File: src/rtl/nmos_idx_agen_pkg.sv
package nmos_idx_agen_pkg;

    typedef enum logic [1:0] {
        M_ABSY = 2'b00,
        M_ZPXI = 2'b01,
        M_ZPIY = 2'b10,
        M_RSVD = 2'b11
    } agen_mode_t;

    typedef enum logic [3:0] {
        S_IDLE,
        S_OPND,
        S_ABS_HI,
        S_ABS_DUMMY,
        S_ZX_DUMMY,
        S_ZX_PLO,
        S_ZX_PHI,
        S_ZY_PLO,
        S_ZY_PHI,
        S_ZY_DUMMY,
        S_DONE
    } agen_state_t;

endpackage

File: src/rtl/nmos_idx_agen_seq.sv
module nmos_idx_agen_seq
    import nmos_idx_agen_pkg::*;
(
    input  logic        clk,
    input  logic        rst_n,
    input  logic        start,
    input  logic [1:0]  mode,
    output agen_state_t state,
    output agen_mode_t  mode_r,
    output logic        accept,
    output logic        rd_en,
    output logic        done
);

    agen_state_t state_nx;

    // a start counts only from IDLE and only with a defined mode
    assign accept = (state == S_IDLE) && start && (mode != M_RSVD);

    // state register and latched mode
    always_ff @(posedge clk) begin
        if (!rst_n) begin
            state  <= S_IDLE;
            mode_r <= M_ABSY;
        end else begin
            state <= state_nx;
            if (accept) begin
                mode_r <= agen_mode_t'(mode);
            end
        end
    end

    // next-state logic
    always_comb begin
        state_nx = state;
        unique case (state)
            S_IDLE:      if (accept) state_nx = S_OPND;
            S_OPND: begin
                case (mode_r)
                    M_ZPXI:  state_nx = S_ZX_DUMMY;
                    M_ZPIY:  state_nx = S_ZY_PLO;
                    default: state_nx = S_ABS_HI;
                endcase
            end
            S_ABS_HI:    state_nx = S_ABS_DUMMY;
            S_ABS_DUMMY: state_nx = S_DONE;
            S_ZX_DUMMY:  state_nx = S_ZX_PLO;
            S_ZX_PLO:    state_nx = S_ZX_PHI;
            S_ZX_PHI:    state_nx = S_DONE;
            S_ZY_PLO:    state_nx = S_ZY_PHI;
            S_ZY_PHI:    state_nx = S_ZY_DUMMY;
            S_ZY_DUMMY:  state_nx = S_DONE;
            S_DONE:      state_nx = S_IDLE;
            default:     state_nx = S_IDLE;
        endcase
    end

    // outputs decoded from the state
    always_comb begin
        rd_en = 1'b0;
        done  = 1'b0;
        unique case (state)
            S_IDLE:  ;
            S_DONE:  done = 1'b1;
            default: rd_en = 1'b1;
        endcase
    end

endmodule

File: src/rtl/nmos_idx_agen_path.sv
module nmos_idx_agen_path
    import nmos_idx_agen_pkg::*;
#(
    parameter int DATA_W = 8
) (
    input  logic                  clk,
    input  logic                  rst_n,
    input  logic                  accept,
    input  agen_state_t           state,
    input  agen_mode_t            mode_r,
    input  logic [2*DATA_W-1:0]   opnd_addr,
    input  logic [DATA_W-1:0]     x_idx,
    input  logic [DATA_W-1:0]     y_idx,
    input  logic [DATA_W-1:0]     rd_data,
    output logic [2*DATA_W-1:0]   rd_addr,
    output logic [2*DATA_W-1:0]   eff_addr
);

    localparam int AW = 2 * DATA_W;
    localparam logic [DATA_W-1:0] ZPAGE = '0;
    localparam logic [DATA_W-1:0] ONE_B = DATA_W'(1);

    logic [AW-1:0]     base_r;
    logic [DATA_W-1:0] x_r, y_r, zp_r, lo_r, hi_r;

    logic [DATA_W-1:0] lo_plus_y, zp_plus_x, zp_plus_x1, zp_plus_1;
    logic [AW-1:0]     ptr_plus_y;

    // sample the request and catch each returned byte
    always_ff @(posedge clk) begin
        if (!rst_n) begin
            base_r <= '0;
            x_r    <= '0;
            y_r    <= '0;
            zp_r   <= '0;
            lo_r   <= '0;
            hi_r   <= '0;
        end else begin
            if (accept) begin
                base_r <= opnd_addr;
                x_r    <= x_idx;
                y_r    <= y_idx;
            end
            unique case (state)
                S_ABS_HI:    lo_r <= rd_data;
                S_ABS_DUMMY: hi_r <= rd_data;
                S_ZX_DUMMY:  zp_r <= rd_data;
                S_ZX_PHI:    lo_r <= rd_data;
                S_ZY_PLO:    zp_r <= rd_data;
                S_ZY_PHI:    lo_r <= rd_data;
                S_ZY_DUMMY:  hi_r <= rd_data;
                default:     ;
            endcase
        end
    end

    // byte-wide sums wrap inside the page
    assign lo_plus_y  = lo_r + y_r;
    assign zp_plus_x  = zp_r + x_r;
    assign zp_plus_x1 = zp_plus_x + ONE_B;
    assign zp_plus_1  = zp_r + ONE_B;
    assign ptr_plus_y = {hi_r, lo_r} + {ZPAGE, y_r};

    // read address per bus cycle
    always_comb begin
        rd_addr = '0;
        unique case (state)
            S_OPND:      rd_addr = base_r;
            S_ABS_HI:    rd_addr = base_r + AW'(1);
            S_ABS_DUMMY: rd_addr = {rd_data, lo_plus_y};
            S_ZX_DUMMY:  rd_addr = {ZPAGE, rd_data};
            S_ZX_PLO:    rd_addr = {ZPAGE, zp_plus_x};
            S_ZX_PHI:    rd_addr = {ZPAGE, zp_plus_x1};
            S_ZY_PLO:    rd_addr = {ZPAGE, rd_data};
            S_ZY_PHI:    rd_addr = {ZPAGE, zp_plus_1};
            S_ZY_DUMMY:  rd_addr = {rd_data, lo_plus_y};
            default:     rd_addr = '0;
        endcase
    end

    // result, only presented in DONE
    always_comb begin
        eff_addr = '0;
        if (state == S_DONE) begin
            if (mode_r == M_ZPXI) begin
                eff_addr = {rd_data, lo_r};
            end else begin
                eff_addr = ptr_plus_y;
            end
        end
    end

endmodule

File: src/rtl/nmos_idx_agen.sv
module nmos_idx_agen
    import nmos_idx_agen_pkg::*;
#(
    parameter int DATA_W = 8
) (
    input  logic                clk,
    input  logic                rst_n,
    input  logic                start,
    input  logic [1:0]          mode,
    input  logic [2*DATA_W-1:0] opnd_addr,
    input  logic [DATA_W-1:0]   x_idx,
    input  logic [DATA_W-1:0]   y_idx,
    output logic                rd_en,
    output logic [2*DATA_W-1:0] rd_addr,
    input  logic [DATA_W-1:0]   rd_data,
    output logic                done,
    output logic [2*DATA_W-1:0] eff_addr
);

    agen_state_t state;
    agen_mode_t  mode_r;
    logic        accept;

    nmos_idx_agen_seq u_seq (
        .clk    (clk),
        .rst_n  (rst_n),
        .start  (start),
        .mode   (mode),
        .state  (state),
        .mode_r (mode_r),
        .accept (accept),
        .rd_en  (rd_en),
        .done   (done)
    );

    nmos_idx_agen_path #(.DATA_W(DATA_W)) u_path (
        .clk       (clk),
        .rst_n     (rst_n),
        .accept    (accept),
        .state     (state),
        .mode_r    (mode_r),
        .opnd_addr (opnd_addr),
        .x_idx     (x_idx),
        .y_idx     (y_idx),
        .rd_data   (rd_data),
        .rd_addr   (rd_addr),
        .eff_addr  (eff_addr)
    );

endmodule

File: config.mk
export PLATFORM = sky130hd
export DESIGN_NAME = nmos_idx_agen
export DESIGN_NICKNAME = d
export VERILOG_FILES = /design/src/rtl/nmos_idx_agen_pkg.sv /design/src/rtl/nmos_idx_agen_seq.sv /design/src/rtl/nmos_idx_agen_path.sv /design/src/rtl/nmos_idx_agen.sv
export SDC_FILE = /design/constraint.sdc
export NUM_CORES = 1
export LEC_CHECK = 0
export BUFFER_PORTS_ARGS = -buffer_cell sky130_fd_sc_hd__buf_2
export CAP_MARGIN = 20
export CORE_AREA = 2 2 124 126
export CTS_CLUSTER_DIAMETER = 100
export DETAILED_ROUTE_END_ITERATION = 7
export DIE_AREA = 0 0 126 128
export HOLD_SLACK_MARGIN = 0.15
export PLACE_DENSITY = 0.59
export SYNTH_ARGS = -nofsm -noshare
export SYNTH_HDL_FRONTEND = slang
export SYNTH_SLANG_ARGS = --single-unit
File: constraint.sdc
create_clock -name clk -period 4.8 [get_ports clk]
set_clock_uncertainty 0.2 [all_clocks]
set_input_delay 0.72 -clock clk [delete_from_list [all_inputs] [get_ports clk]]
set_output_delay 0.72 -clock clk [all_outputs]
set_load 0.03 [all_outputs]
# ---- After elaboration in Yosys (flattened, before gate mapping)
# Index checks and enable logic that the tools add are counted.
dict set report classes {
  n_addsub 6
  n_eq_ne 14
  n_mux 8
  n_reduce_logical 8
}
# op n
set ops {}
lappend ops {{16-bit case mux with 7 select lines} 1}
lappend ops {{16-bit two-way mux} 2}
lappend ops {{4-bit case mux with 8 select lines} 1}
lappend ops {{16-bit by 1-bit adder with 16-bit output, second input constant} 1}
lappend ops {{16-bit by 8-bit adder with 16-bit output} 1}
lappend ops {{8-bit by 1-bit adder with 8-bit output, second input constant} 2}
lappend ops {{8-bit adder} 2}
lappend ops {{4-bit by 3-bit == test with 1-bit output, second input constant} 4}
lappend ops {{4-bit == test, second input constant} 3}
lappend ops {{4-bit by 2-bit == test with 1-bit output, second input constant} 2}
lappend ops {{3-bit case mux with 2 select lines} 1}
lappend ops {{2-bit OR reduction} 3}
lappend ops {{3-bit OR reduction} 2}
lappend ops {{4-bit by 1-bit == test with 1-bit output, second input constant} 1}
lappend ops {{4-bit zero test} 1}
lappend ops {{4-bit two-way mux} 1}
lappend ops {{2-bit != test, second input constant} 2}
lappend ops {{2-bit by 1-bit == test with 1-bit output, second input constant} 1}
lappend ops {{2-bit == test, second input constant} 1}
lappend ops {{1-bit logical AND} 2}
lappend ops {{1-bit two-way mux} 2}
dict set report word_totals {
  reg_bits 62
  output_inout_bits 34
  wordCells 44
}

# ---- Longest topological paths before layout
# Gate-level depths: netlist of the first run.
dict set report depth {
  depth_word 5
  mapped_depth 12
  ltp_nobuf 10
}

# ---- Cells and area by module
# Synthesis of the first run repeated with hierarchy kept, for this count alone.
dict set report hier_totals {
  hier_cells 547
  hier_area_um2 4367.9
}
# module n_inst cells_each area_each_um2
set modules_own_cells {}
lappend modules_own_cells {nmos_idx_agen_path 1 501 3992.6}
lappend modules_own_cells {nmos_idx_agen_seq 1 46 375.4}

# ---- Worst setup path after synthesis of the first run
# Ideal clock, no wire load.
dict set report synth_timing {
  path_type {register -> output}
  from {register u_path.lo_r[0]}
  to {output port eff_addr[12]}
  arrival_ps 2633
  required_time_ps 3880
  slack_ps 1247
  stages_incl_launch_ff 10
  n_path_buf 0
  path_cell_list {dfxtp_1 ha_1 fa_1 a21o_1 a21oi_1 o21ai_1 a211oi_1 nor4b_1 xnor2_1 a21oi_1}
}
dict set report synth_via {
  elab_chain_cells 3
}
# element line
set synth_lines {}
lappend synth_lines {{from (decl)} nmos_idx_agen_path.sv:24} ;# logic [DATA_W-1:0] x_r, y_r, zp_r, lo_r, hi_r;
lappend synth_lines {{from (signal assigned)} nmos_idx_agen_path.sv:45} ;# S_ABS_HI: lo_r <= rd_data;
lappend synth_lines {{from (signal assigned)} nmos_idx_agen_path.sv:48} ;# S_ZX_PHI: lo_r <= rd_data;
lappend synth_lines {{from (signal assigned)} nmos_idx_agen_path.sv:50} ;# S_ZY_PHI: lo_r <= rd_data;
lappend synth_lines {{16-bit by 8-bit adder with 16-bit output} nmos_idx_agen_path.sv:62} ;# assign ptr_plus_y = {hi_r, lo_r} + {ZPAGE, y_r};
lappend synth_lines {{16-bit two-way mux} nmos_idx_agen_path.sv:85} ;# if (mode_r == M_ZPXI) begin
lappend synth_lines {{16-bit two-way mux} nmos_idx_agen_path.sv:84} ;# if (state == S_DONE) begin
lappend synth_lines {{to (decl)} nmos_idx_agen.sv:17} ;# output logic [2*DATA_W-1:0] eff_addr
# No other way between the ends.

# ---- Worst setup path in the final report of the first run
dict set report layout_timing {
  from {register u_path.lo_r[0]}
  to {output port eff_addr[10]}
}
# Same word-level chain as after synthesis.

==> summary.txt, run 1 <==
Die
  – Die area: between 15000 and 20000 um2
  – Initial Util: 29.3%
  – IO Pins: 79
  – Die Y: 128 um
  – Core ar.: 14900 um2
  – Die Width: 126 um
  – Std cell rows: 45

STA
  – Setup WS post-layout: 0.774 ns
  – Worst-Margin Slew: 1.02 ns
  – Fmax: 248 MHz
  – Final setup violation count: 0
  – Final Hold Slack: 0.258 ns
  – Setup TNS: 0 ns
  – Final Hold Viols: 0
  – Relative slew margins: 31.8%
  – RSZ-0062 raised after global routing: no
  – Period minus WS final: 4.03 ns
  – Tcrit/Tclk final: between 80% and 90%
  – Slew Limit Fails: 0

Route
  – Final ANT Viol Nets: 0
  – DR vias: 4199
  – Violation count after the first detailed-route iteration: 294
  – First-pass detailed-route iteration total: 4
  – Wire length per cell: 16.0 um
  – Via density: 5.12
  – DRC Markers: 0
  – Drt total wl: around 13000 um

Clocking
  – CTS Buf Count: 9
  – Clk sink count: 62
  – Htree depth: 3
  – Worst-Skew Late Latency: 0.33 ns
  – CTS clk-pin slew, worst paths: 0.05 ns
  – Root Driver: clkbuf_16
  – CTS Hold Buffers Added: 0
  – Post-CTS setup buffer count: 0
  – CTS tree: done
  – CTS resizes: 0
  – CTS Buffer Depth: 2

Setup path
  – CP delay by family, top: compound AO/OA/AOI/OAI gates
  – Crit path launch type: flop
  – R2r setup slk: between 2 and 2.5 ns
  – Buffer and inverter count on the worst path: 1
  – Worst EP required: slightly below 4 ns
  – Crit-path max cell delay: 0.51 ns
  – Crit-path slowest cell: a211oi_1
  – Worst Path Class, Setup: reg2out
  – Crit path max fanout: 5
  – Top cell by count, worst path: a21oi_1
  – CP cell instances: ha_1, fa_1, a21o_1, a21oi_1, o21ai_1, a211oi_1, nor3_1, xnor2_1, a21oi_1, buf_2
  – R2R cell count: 6
  – CP arrival: roughly 3.1 ns
  – Crit end category: primary output
  – Worst r2r dst: u_seq.state[1]
  – Worst R2R Start: u_seq.state[3]

Layout
  – Final nets: 693
  – Inserted Diodes: 0
  – Area delta synth->final: 17.3%
  – Layout Utilization: 34.3%
  – Most frequent cells in the layout: nand2_1, buf_2, dfxtp_1
  – Commonest non-fill, non-tap cell in the layout: nand2_1
  – Layout cells sized above 1: a little under a fifth

Logic synthesis
  – Yosys cell types: between 60 and 70
  – Syn. warnings: 0
  – Synth Area per Inst: ~7.6 um2
  – FFs w/ async S/R, synth: 0%
  – Top FF cell, synth: dfxtp_1
  – Synth top area share: 28.5%
  – Post-Synthesis Cells: 569
  – Post-Syn Area: 4350 um2
  – Synth Register Bits: 62
  – Post-synth top area cell: dfxtp_1
  – Register area share after synthesis: 28.5%
  – Top cells by area, synth: dfxtp_1, nand2_1, a21boi_1
  – Number of flops mapped to enable cells by yosys: 0
  – Post-Syn Nets: 635

Global route
  – Largest net degree at the start of global routing: 61
  – Total global-route track usage: 16.2%
  – GRT overflow: 0
  – Initial antenna violation count: 0
  – Global-route wire length before repair: around 21000 um
  – Vias in the first global route: 3817

Worst hold path
  – Worst hold path type: reg2reg
  – Hold Crit Depth: 2
  – Hold EP: u_path.x_r[2]
  – Hold_sp: u_path.x_r[2]

Power
  – Power Dens Cells: 364 nW/um2
  – Total power: ~0.0019 W
  – Peak supply drop: 0.181 mV
  – P_leak: 2.09 nW

Status
  – Status: complete, no violations

Place
  – IO buf count: between 70 and 80
  – RePlAce Congestion: 0.857
  – DP HPWL: 9740 um
  – Setup WS pre-CTS: 1.14 ns

Run
  – Max Cap Viol: 0
state kept, by name, summed over array words and instances (netlist names):
register / count
u_path.y_r: 8
u_path.lo_r: 8
u_path.hi_r: 8
u_path.zp_r: 8
u_path.x_r: 8
u_path.base_r: 16
u_seq.mode_r: 2
u_seq.state: 4
cell usage after synthesis, types with 4 or more instances:
cell       count
xor2_1         9
nor2b_1       10
o311ai_1       5
a21o_1         4
a21boi_1      38
nand2_1      131
dfxtp_1       62
clkbuf_1      27
a211oi_1       5
nor3_1         5
a21boi_0      11
o21ai_1       10
o21ai_0       24
nand2b_1       7
nand3_1       12
and3_1         7
o2111ai_1      4
o21a_1         4
a21oi_1       32
o211ai_1       4
nor2_1        28
inv_1          7
xnor2_1       16
a31oi_1        8
ha_1          19
mux2i_1       15
metal layers:
metal,wire (um),GRT usage [%],up-vias
met5,0,0,-
met4,170,5.11,0
met3,746,2.92,12
met2,5620,24.6,113
met1,6550,23.3,1926
li1,-,-,2148
metrics by stage:
stage / std cells / cell area (um2)
2_1_floorplan: 569 / 4350
3_3_place_gp: 804 / 4830
3_5_place_dp: 804 / 4830
4_1_cts: 820 / 5100
5_1_grt: 820 / 5100
6_report: 820 / 5100
worst min-delay path, stage by stage, from the launching register on:
cell and delay (ns):
dfxtp_1 0.31, nand2_1 0.05, a21boi_1 0.05
cell families (layout without fill, tap and decap cells):
logic type	count (synthesis)	in the layout	synth area share [%]
AO/OA/AOI/OAI	172	172	27.0
XOR/XNOR	25	25	5.03
adder cells (fa/ha/maj)	21	21	6.38
buffers and inverters	42	105	4.57
flip-flops	62	62	28.5
multiplexers	16	16	3.77
AND/OR/NAND/NOR	231	231	24.7
layout make-up:
class / instances / area (um2)
clock buffer: 12 / 246
clock inverter: 4 / 22.5
fill: 1647 / 9760
inverter: 8 / 30.0
multi-input combinational: 465 / 2920
sequential: 62 / 1240
tap: 188 / 235
timing repair buffer: 81 / 413
power breakdown:
part	switching (W)	total (W)	internal, W
Sequential	0.0000844	0.000659	0.000574
Clock	0.000237	0.000598	0.000361
Combinational	0.000379	0.000599	0.000220
how the worst max path moves through the flow:
stage                   start           end  slack (ns)  depth (start not counted)
6_report       u_path.lo_r[0]  eff_addr[10]        0.77                         10
5_1_grt        u_path.lo_r[0]  eff_addr[14]        0.61                         10
4_1_cts        u_path.lo_r[0]  eff_addr[10]        0.77                         10
3_5_place_dp   u_path.lo_r[0]  eff_addr[10]        1.14                         10
3_3_place_gp   u_path.lo_r[0]  eff_addr[12]        1.19                         10
2_1_floorplan  u_path.lo_r[0]  eff_addr[12]        1.25                          9
Note: power is estimated with default switching activity, not from simulation.
==> run 2: changes to the inputs <==
--- a/config.mk
+++ b/config.mk
@@ -5,6 +5,7 @@
 export SDC_FILE = /design/constraint.sdc
 export NUM_CORES = 1
 export LEC_CHECK = 0
+export ABC_AREA = 1
 export BUFFER_PORTS_ARGS = -buffer_cell sky130_fd_sc_hd__buf_2
 export CAP_MARGIN = 20
 export CORE_AREA = 2 2 124 126
@@ -12,7 +13,7 @@
 export DETAILED_ROUTE_END_ITERATION = 7
 export DIE_AREA = 0 0 126 128
 export HOLD_SLACK_MARGIN = 0.15
-export PLACE_DENSITY = 0.59
+export PLACE_DENSITY = 0.61
 export SYNTH_ARGS = -nofsm -noshare
 export SYNTH_HDL_FRONTEND = slang
 export SYNTH_SLANG_ARGS = --single-unit
==> constraint.sdc (replaced) <==
create_clock -name clk -period 3.7 [get_ports clk]
set_clock_uncertainty 0.2 [all_clocks]
set_input_delay 0.555 -clock clk [delete_from_list [all_inputs] [get_ports clk]]
set_output_delay 0.555 -clock clk [all_outputs]
set_load 0.03 [all_outputs]
==> run 2 against run 1 <==
  * Clock power is 34% higher
  * Critical path depth is 6 higher
  * Cell count is 15% higher
  * Synthesized cell count is 20% higher
  * Worst hold slack better by 0.017 ns
  * Core utilization is 0.73 points higher
  * Sequential share of layout area is 0.51 points lower
  * Sequential power is 53% higher
  * Flip-flop and latch count stayed put
  * Area after synthesis is 0.92% higher
  * Routed wire length is 8.3% higher
  * Setup slack worse by 0.42 ns
  * Critical path type unchanged
  * Largest power group is now combinational logic
==> summary.txt, run 2 <==
Status
  – Status: complete, no violations (unchanged)

Layout
  – Post-route cell area: 5210 um2 (was 5100 um2)
  – Area delta synth->final: 18.7% (was 17.3%)
  – Fill cell count: 1669 (was 1647)
  – Max reg flops: 16 (unchanged)
  – FF+latch area: 1240 um2 (unchanged)
  – Commonest non-fill, non-tap cell in the layout: nand2_1 (unchanged)
  – Inserted Diodes: 0 (unchanged)
  – Layout cells sized above 1: 16.5% (was 18.0%)
  – Layout Utilization: 35.1% (was 34.3%)
  – Multi-input gate area: 2700 um2 (was 2920 um2)
  – Final nets: 823 (was 693)
  – Top reg by flops: u_path.base_r (unchanged)
  – Most frequent cells in the layout: nand2_1, inv_1, buf_2 (was nand2_1, buf_2, dfxtp_1)

Setup path
  – Worst EP required: 2.94 ns (was 3.88 ns)
  – Crit end category: primary output (unchanged)
  – Worst r2r dst: u_path.base_r[0] (was u_seq.state[1])
  – Buffer and inverter count on the worst path: 2 (was 1)
  – CP cell instances: ha_1, fa_1, nand2_1, inv_1, nor2_1, nand2_1, nand2_1, nand2_1, nor2_4, nand2_2, nor2_2, nand3_1, nand2_1, nand3_1, nand2_1, buf_2 (was ha_1, fa_1, a21o_1, a21oi_1, o21ai_1, a211oi_1, nor3_1, xnor2_1, a21oi_1, buf_2)
  – R2r setup slk: 1.29 ns (was 2.35 ns)
  – Top cell by count, worst path: nand2_1 (was a21oi_1)
  – Worst Path Class, Setup: reg2out (unchanged)
  – Crit path max fanout: 4 (was 5)
  – CP Depth: 16 (was 10)
  – CP arrival: 2.59 ns (was 3.11 ns)
  – Worst R2R Start: u_seq.state[3] (unchanged)
  – Crit-path max cell delay: 0.44 ns (was 0.51 ns)
  – Crit path launch type: flop (unchanged)
  – Crit-path slowest cell: fa_1 (was a211oi_1)
  – R2R cell count: 8 (was 6)
  – CP delay by family, top: simple AND/OR/NAND/NOR gates (was compound AO/OA/AOI/OAI gates)

Clocking
  – Post-CTS setup buffer count: 0 (unchanged)
  – CTS Buffer Depth: 2 (unchanged)
  – Htree depth: 3 (unchanged)
  – Root Driver: clkbuf_16 (unchanged)
  – CTS Hold Buffers Added: 0 (unchanged)
  – Worst-Skew Late Latency: 0.33 ns (about the same)
  – CTS clk-pin slew, worst paths: 0.05 ns (about the same)
  – CTS tree: done (unchanged)
  – CTS resizes: 0 (unchanged)
  – CTS Buf Count: 9 (unchanged)
  – Clk sink count: 62 (unchanged)

Die
  – Die area: 16100 um2 (unchanged)
  – Core ar.: 14900 um2 (unchanged)
  – Die Y: 128 um (unchanged)
  – Die Width: 126 um (unchanged)
  – Initial Util: 29.5% (was 29.3%)
  – IO Pins: 79 (unchanged)
  – Std cell rows: 45 (unchanged)

Power
  – Int Pwr: 0.00190 W (was 0.00116 W)
  – Sw Ratio: 45.4% (was 37.8%)
  – Clock power share: 23.1% (was 32.2%)
  – Gate power share: 47.8% (was 32.3%)
  – Power Dens Cells: 668 nW/um2 (was 364 nW/um2)
  – Psw: 0.00158 W (was 0.000701 W)
  – Sequential Power Share: 29.1% (was 35.5%)
  – P_leak: 2.43 nW (was 2.09 nW)
  – Peak supply drop: 0.301 mV (was 0.181 mV)

Logic synthesis
  – Top cells by area, synth: dfxtp_1, nand2_1, o21ai_0 (was dfxtp_1, nand2_1, a21boi_1)
  – Syn. warnings: 0 (unchanged)
  – Synth top area share: 28.3% (was 28.5%)
  – Post-synth top area cell: dfxtp_1 (unchanged)
  – Register area share after synthesis: 28.3% (was 28.5%)
  – FFs w/ async S/R, synth: 0% (unchanged)
  – Top FF cell, synth: dfxtp_1 (unchanged)
  – Number of flops mapped to enable cells by yosys: 0 (unchanged)
  – Top cells by count, synth: nand2_1, inv_1, nor2_1 (was nand2_1, dfxtp_1, a21boi_1)
  – Post-Syn Area: 4390 um2 (was 4350 um2)
  – Yosys cell types: 40 (was 66)
  – Cell with the most instances after synthesis: nand2_1 (unchanged)
  – Synth Register Bits: 62 (unchanged)
  – Synth Area per Inst: 6.41 um2 (was 7.65 um2)
  – Post-Synthesis Cells: 685 (was 569)
  – Post-Syn Nets: 751 (was 635)

Route
  – DRC Markers: 0 (unchanged)
  – Drt total wl: 14200 um (was 13100 um)
  – First-pass detailed-route iteration total: 5 (was 4)
  – Via density: 5.01 (was 5.12)
  – DR vias: 4746 (was 4199)
  – Violation count after the first detailed-route iteration: 329 (was 294)
  – Wire length per cell: 15.0 um (was 16.0 um)
  – Final ANT Viol Nets: 0 (unchanged)

Worst hold path
  – Hold_sp: y_idx[6] (was u_path.x_r[2])
  – Worst hold path type: in2reg (was reg2reg)
  – Hold Crit Depth: 3 (was 2)
  – Hold EP: u_path.y_r[6] (was u_path.x_r[2])

STA
  – Fmax: approximately 300 MHz
  – Final Hold Slack: 0.275 ns (was 0.258 ns)
  – Final setup violation count: 0 (unchanged)
  – Slew Limit Fails: 0 (unchanged)
  – RSZ-0062 raised after global routing: no (unchanged)
  – Setup WS post-layout: 0.352 ns (was 0.774 ns)
  – Relative slew margins: 48.3% (was 31.8%)
  – Final Hold Viols: 0 (unchanged)
  – Period minus WS final: between 3 and 4 ns
  – Tcrit/Tclk final: 90.5%
  – Setup TNS: 0 ns (unchanged)
  – Worst-Margin Slew: 0.773 ns (was 1.02 ns)

Place
  – IO buf count: 78 (unchanged)
  – Setup WS pre-CTS: 0.720 ns (was 1.14 ns)
  – DP HPWL: 11100 um (was 9740 um)
  – Placed cell areas: 4930 um2 (was 4830 um2)
  – RePlAce Congestion: 0.944 (was 0.857)

Global route
  – Initial antenna violation count: 0 (unchanged)
  – Largest net degree at the start of global routing: 44 (was 61)
  – Vias in the first global route: 4265 (was 3817)
  – Global-route wire length before repair: 22200 um (was 20600 um)
  – GRT overflow: 0 (unchanged)
  – Met1 Use GR: 23.2% (was 23.3%)
  – Busiest layer in global routing: met2 (unchanged)
  – Total global-route track usage: 17.4% (was 16.2%)
  – GRT met2 Usage: 29.2% (was 24.6%)
  – Met3 GRT Util: 2.84% (was 2.92%)

Run
  – Max Cap Viol: 0 (unchanged)
## run 2: cell types whose count changed in the layout (fill, tap and decap cells not counted), sizes merged, moves of 8 or more
cell    change
inv        +78
nor2       +61
a21boi     -48
nand3      +33
o21ai      +33
a21oi      +29
nor3       +18
mux2i      -16
nand2      +14
xnor2      -11
nor2b      -10
and3        -9
o211ai      +8
## run 2: worst max path at each step
stage	start	endpoint	slack (ns)
floorplan	u_path.zp_r[0]	rd_addr[4]	0.56
global placement	u_path.zp_r[0]	rd_addr[7]	0.72
detailed placement	u_path.zp_r[0]	rd_addr[7]	0.72
CTS	u_path.zp_r[0]	rd_addr[7]	0.36
global route	u_path.zp_r[0]	rd_addr[6]	0.13
finish	u_path.zp_r[0]	rd_addr[7]	0.35
## run 2: tightest hold or removal path: cells and delay by family
kind / cells / cell delay (ns)
AND/OR/NAND/NOR: 1 / 0.07
buffers and inverters: 1 / 0.07
AO/OA/AOI/OAI: 1 / 0.07
## run 2: area by class of cell
class,instances,area share [%]
timing repair buffer,83,8.21
sequential,62,23.8
inverter,87,6.26
clock buffer,11,4.66
tap,188,4.51
multi-input combinational,514,51.9
clock inverter,2,0.672
## run 2: cells by family after synthesis
logic type	share of synthesized area, %
adders and majority gates	6.32
and+or+nand+nor	32.8
buffers and inverters	10.2
DFF	28.3
xor gates and xnor gates	1.79
AOI/OAI and AO/OA	20.7
## run 2: through the flow
| stage | instances | power, W |
|---|---|---|
| 6_report | 947 | 0.00348 |
| 5_1_grt | 947 | 0.00375 |
| 4_1_cts | 947 | 0.00349 |
| 3_5_place_dp | 934 | 0.00268 |
| 3_3_place_gp | 934 | 0.00268 |
| 2_1_floorplan | 685 | 0.00224 |
## run 2: routing by layer
layer / part of all wire [%] / vias to the layer above / wire length [um]
li1: - / 2431 / -
met1: 45 / 2159 / 6440
met2: 47 / 140 / 6660
met3: 6.3 / 16 / 890
met4: 1.3 / 0 / 191
met5: 0 / - / 0
## run 2: power by group through the flow
stage | Combinational [W] | Clock [W] | Sequential (W)
global route | 0.00187 | 0.000848 | 0.00103
global placement | 0.00166 | 0 | 0.00102
floorplan | 0.00127 | 0 | 0.000977
detailed placement | 0.00166 | 0 | 0.00102
finish | 0.00167 | 0.000803 | 0.00101
CTS | 0.00166 | 0.000814 | 0.00101
